$ cat config.mk
export PLATFORM = sky130hd
export DESIGN_NAME = dma_chain_seq
export DESIGN_NICKNAME = d
export VERILOG_FILES = /design/src/rtl/dma_chain_seq.sv
export SDC_FILE = /design/constraint.sdc
export NUM_CORES = 1
export LEC_CHECK = 0
export BUFFER_PORTS_ARGS = -buffer_cell sky130_fd_sc_hd__buf_4
export CORE_MARGIN = 10
export CORE_UTILIZATION = 25
export DETAILED_ROUTE_END_ITERATION = 12
export GPL_ROUTABILITY_DRIVEN = 1
export PLACE_DENSITY = 0.42
export SETUP_SLACK_MARGIN = 0.2
export SLEW_MARGIN = 15
export SYNTH_ARGS = -nofsm -noshare
export SYNTH_HDL_FRONTEND = slang
export SYNTH_SLANG_ARGS = --single-unit
$ cat constraint.sdc
create_clock -name clk -period 5.4 [get_ports clk]
set_input_delay 1.62 -clock clk [delete_from_list [all_inputs] [get_ports clk]]
set_output_delay 1.62 -clock clk [all_outputs]
set_load 0.005 [all_outputs]
$ cat src/rtl/dma_chain_seq.sv
module dma_chain_seq #(
  parameter int AW    = 32,
  parameter int SEM_W = 8
) (
  input  logic             clk,
  input  logic             rst_n,
  input  logic             chan_reset,
  input  logic             freeze,
  input  logic             sw_nxt_we,
  input  logic [AW-1:0]    sw_nxt_addr,
  input  logic             sw_sem_we,
  input  logic [SEM_W-1:0] sw_sem_inc,
  output logic             rd_valid,
  input  logic             rd_ready,
  output logic [AW-1:0]    rd_addr,
  input  logic             rsp_valid,
  input  logic [31:0]      rsp_data,
  output logic             per_req,
  input  logic             per_ack,
  output logic [15:0]      xfer_bytes,
  input  logic             sense_in,
  output logic [AW-1:0]    cur_ptr,
  output logic [SEM_W-1:0] sem_count,
  output logic             busy,
  output logic             cmd_done
);

  localparam logic [SEM_W:0] SEM_MAX = {1'b0, {SEM_W{1'b1}}};

  typedef enum logic [1:0] {S_IDLE, S_FETCH, S_WAIT, S_EXEC} state_t;
  state_t state;

  logic [AW-1:0]    nxt_q, cur_q, link_q, alt_q;
  logic [1:0]       typ_q, idx_q;
  logic             chain_q, dec_q, wend_q, halted_q;
  logic [15:0]      bytes_q;
  logic [SEM_W-1:0] sem_q;

  logic             is_xfer, is_sense, exec_done, dec_fire, start, cont;
  logic [AW-1:0]    branch;
  logic [SEM_W:0]   sum, dif;
  logic [SEM_W-1:0] sem_nx;
  logic             unused_bits;

  assign unused_bits = ^{rsp_data[15:5]};

  assign is_xfer   = typ_q[0];
  assign is_sense  = (typ_q == 2'd2);
  assign exec_done = (state == S_EXEC) && !freeze && (!is_xfer || !wend_q || per_ack);
  assign dec_fire  = exec_done && dec_q;
  assign branch    = (is_sense && sense_in) ? alt_q : link_q;
  assign start     = (state == S_IDLE) && !freeze && !halted_q && (sem_q != '0);

  assign sum    = {1'b0, sem_q} + (sw_sem_we ? {1'b0, sw_sem_inc} : '0);
  assign dif    = sum - {{SEM_W{1'b0}}, (dec_fire && sum != '0)};
  assign sem_nx = (dif > SEM_MAX) ? SEM_MAX[SEM_W-1:0] : dif[SEM_W-1:0];
  assign cont   = chain_q && (sem_nx != '0);

  assign rd_valid   = (state == S_FETCH) && !freeze;
  assign rd_addr    = cur_q + {{(AW-4){1'b0}}, idx_q, 2'b00};
  assign per_req    = (state == S_EXEC) && is_xfer && !freeze;
  assign xfer_bytes = bytes_q;
  assign cur_ptr    = cur_q;
  assign sem_count  = sem_q;
  assign busy       = (state != S_IDLE);
  assign cmd_done   = exec_done;

  always_ff @(posedge clk or negedge rst_n) begin
    if (!rst_n) begin
      state    <= S_IDLE;
      nxt_q    <= '0;
      cur_q    <= '0;
      link_q   <= '0;
      alt_q    <= '0;
      typ_q    <= '0;
      idx_q    <= '0;
      chain_q  <= 1'b0;
      dec_q    <= 1'b0;
      wend_q   <= 1'b0;
      halted_q <= 1'b0;
      bytes_q  <= '0;
      sem_q    <= '0;
    end else if (chan_reset) begin
      state    <= S_IDLE;
      nxt_q    <= '0;
      cur_q    <= '0;
      idx_q    <= '0;
      halted_q <= 1'b0;
      sem_q    <= '0;
    end else begin
      sem_q <= sem_nx;

      if (exec_done)      nxt_q <= branch;
      else if (sw_nxt_we) nxt_q <= sw_nxt_addr;

      if (exec_done && !chain_q) halted_q <= 1'b1;
      if (sw_sem_we)             halted_q <= 1'b0;

      unique case (state)
        S_IDLE: if (start) begin
          cur_q <= nxt_q;
          idx_q <= '0;
          state <= S_FETCH;
        end
        S_FETCH: if (!freeze && rd_ready) state <= S_WAIT;
        S_WAIT: if (rsp_valid) begin
          unique case (idx_q)
            2'd0: link_q <= rsp_data[AW-1:0];
            2'd1: begin
              typ_q   <= rsp_data[1:0];
              chain_q <= rsp_data[2];
              dec_q   <= rsp_data[3];
              wend_q  <= rsp_data[4];
              bytes_q <= rsp_data[31:16];
            end
            2'd2: alt_q <= rsp_data[AW-1:0];
            default: ;
          endcase
          if (idx_q == 2'd3) state <= S_EXEC;
          else begin
            idx_q <= idx_q + 2'd1;
            state <= S_FETCH;
          end
        end
        S_EXEC: if (exec_done) begin
          if (cont) begin
            cur_q <= branch;
            idx_q <= '0;
            state <= S_FETCH;
          end else begin
            state <= S_IDLE;
          end
        end
        default: state <= S_IDLE;
      endcase
    end
  end

endmodule

==> results_dict.tcl <==
set metrics [dict create \
    status "completed" \
    cts_max_path_buffers 2 \
    rsz0062_at_grt "no" \
    rows 68 \
    clk_pin_slew_ps 70 \
    required_ps 3780 \
    synthSimpleGateAreaFrac 0.1289 \
    wl_per_cell_um 18.87 \
    nFillCells 3611 \
    avgSynthCellArea_um2 10.89 \
    ctsHoldBuffers 0 \
    hold_depth 1 \
    fin_skew_ps 11.69 \
    ys.flop_type "dfrtp_1" \
    worstSkewPairLatency_ps 440 \
    hold_end "link_q[24]" \
    core_area_um2 34370 \
    final_hold_viol_count 0 \
    gr-total-overflow 0 \
    yosysWarnings 0 \
    n_antenna_cell 0 \
    synth_top_family_by_area "multiplexers" \
    syn_nets 895 \
    reg2reg_depth 18 \
    p_per_area_nw_per_um2 315.7 \
    pin_count 174 \
    fmaxAchievable_ghz 0.2010 \
    drv_cap 0 \
    hold_ws_ps 500.3 \
    synth_fa_ha_area_frac 0.02774 \
    layout-drive-gt1-share 0.3895 \
    gp_congestion 0.7272 \
    dp_cells 1411 \
    tritoncts "done" \
    crit_fanout 7 \
    grt_pass1_vias 6822 \
    p_total_uw 3574 \
    ff2ff_setup_slack_ps 1460 \
    start_kind "register" \
    hpwl_mm 19.10 \
    p_leak_uw 0.005575 \
    crit_type "reg -> out" \
    finish.net_count 1078 \
    numCtsBuffers 17 \
    min_path_type "reg -> reg" \
    cts_root_buffer "clkbuf_16" \
    setup_viol 0 \
    synthMuxAreaShare 0.2276 \
    cts-htree-levels 4 \
    tightestPinTransition_ps 914.8 \
    syn_inst 795 \
    die_y_um 206.1 \
    dr.first_iter.drc_count 275 \
    die-area_um2 42480 \
    ir_drop_mv 0.2312 \
    max_slew_margin 0.3901 \
    drc 0 \
    drv_slew 0 \
    antenna_found_initial 0 \
    hold_start "link_q[24]" \
    numPortBuffers 173 \
    synth_area_um2 8660 \
    r2r_start "sem_count[0]" \
    crit_path_end_kind "output port" \
    r2r-end "cur_ptr[9]" \
    cts_sinks 162 \
    grt_max_degree 95 \
    yosysUniqueCellTypes 46 \
    synth-compound-area-share 0.06589 \
    setup.worst_path.start "idx_q[0]" \
    grt_pass1_wl_mm 42.15 \
    setup-tns-final_ps 0 \
    layout_common_cells "buf_4 (206), dfrtp_1 (160), mux2_2 (116)" \
    post-route-min-period_ps 4976 \
    vias_per_cell 4.497 \
    initial_utilization 0.2519 \
    async_flop_share 1.000 \
    ys_seq_elements 162 \
    mostFrequentLayoutCell "buf_4" \
    arrival_ps 3360 \
    synthXorXnorAreaFrac 0.04147 \
    track_usage 0.1300 \
    fin_crit_sh 0.9215 \
    vias 6502 \
    synth_edf_count 0 \
    wl_mm 27.28 \
    yosysSeqAreaShare 0.4681 \
    dr.pass1.iters 4 \
    die-width_um 206.1 \
    antenna_left 0 \
    area_delta_synth_final_pct 30.76 \
    stdcell_count 1446 \
]
[synthesized netlist by cell type (3+ instances only)]
cell / number / area, µm²
a211oi_1: 37 / 277.8
nand2b_1: 3 / 18.77
and3_1: 7 / 43.79
buf_6: 3 / 33.78
a21oi_1: 23 / 115.1
mux2i_1: 63 / 630.6
nor2_1: 108 / 405.4
mux2_2: 116 / 1306
nor4_1: 4 / 25.02
nand3_1: 9 / 45.04
or3_1: 31 / 193.9
nor3_1: 8 / 40.04
nand4_1: 9 / 56.30
nand2_1: 22 / 82.58
ha_1: 16 / 200.2
xor2_1: 5 / 43.79
xnor2_1: 36 / 315.3
a31oi_1: 3 / 18.77
and4_1: 3 / 26.28
inv_1: 40 / 150.1
buf_1: 12 / 45.04
nor3b_1: 3 / 22.52
a21o_1: 4 / 30.03
dfrtp_1: 162 / 4054
nor2b_1: 5 / 31.28
clkbuf_1: 28 / 105.1
mux2_1: 3 / 33.78
and2_1: 8 / 50.05
[cell type report]
cell class	instances	area, µm²	share of cell area
clock buffer	18	439.2	0.03878
clock inverter	14	128.9	0.01138
inverter	40	150.1	0.01326
multi-input combinational	548	4382	0.3870
sequential	162	4056	0.3582
tap	455	569.3	0.05028
timing repair buffer	209	1598	0.1411
[worst max-delay path: stages, from the launching register on]
cell	delay, ps
dfrtp_2	440
ha_1	190
inv_1	50
fa_1	430
nor3_1	170
buf_4	160
and4_1	320
nor2b_1	180
buf_4	180
nand2b_1	170
nor2_1	150
xor2_1	290
buf_4	180
[per-stage QoR]
stage / utilization / area (µm²) / setup slack (ps)
after detailed placement: 0.3115 / 10710 / -169.9
after global routing: 0.3294 / 11320 / 206.5
after CTS: 0.3280 / 11270 / 264.8
after floorplan: - / 8751 / 193.5
final: 0.3294 / 11320 / 424.1
after global placement: 0.3115 / 10710 / -95.12
[per-layer routing]
metal	up-vias	track usage	wire length, µm
met4	0	0.03127	138
met2	126	0.2049	12930
li1	3139	-	-
met5	-	0	0
met1	3229	0.1739	12840
met3	8	0.03417	1365
[cells by family (layout without fill, tap and decap cells)]
logic type,after synthesis,count (layout)
mux,182,182
fa+ha+maj,18,18
simple gates,229,229
xor+xnor,41,41
compound gates,78,78
buf+inv,85,281
flops,162,162
[state kept, by name (all words and copies together), names as in the netlist, 2 cells and up]
signal / cells
sem_count: 8
cur_ptr: 32
xfer_bytes: 16
state: 2
typ_q: 2
idx_q: 2
alt_q: 32
link_q: 32
nxt_q: 32
[power by group]
group | total (µW) | leakage [µW] | switching [µW] | internal (µW)
Clock | 1200 | 0.000279 | 545 | 653
Combinational | 918 | 0.00310 | 423 | 495
Sequential | 1460 | 0.00220 | 108 | 1350
[what timing repair did]
action,CTS,global route
resized for setup,0,6
setup endpoints to repair,0,16
setup buffers,0,3
[worst max path at each step]
stage,endpoint,slack (ps),cells after the start
after floorplan,cur_ptr[29],190,17
after global placement,cur_ptr[23],-100,19
final,rd_addr[30],420,12
after CTS,rd_addr[30],260,12
after detailed placement,cur_ptr[28],-170,18
after global routing,rd_addr[30],210,12
Power figures use the tool's default switching activity.
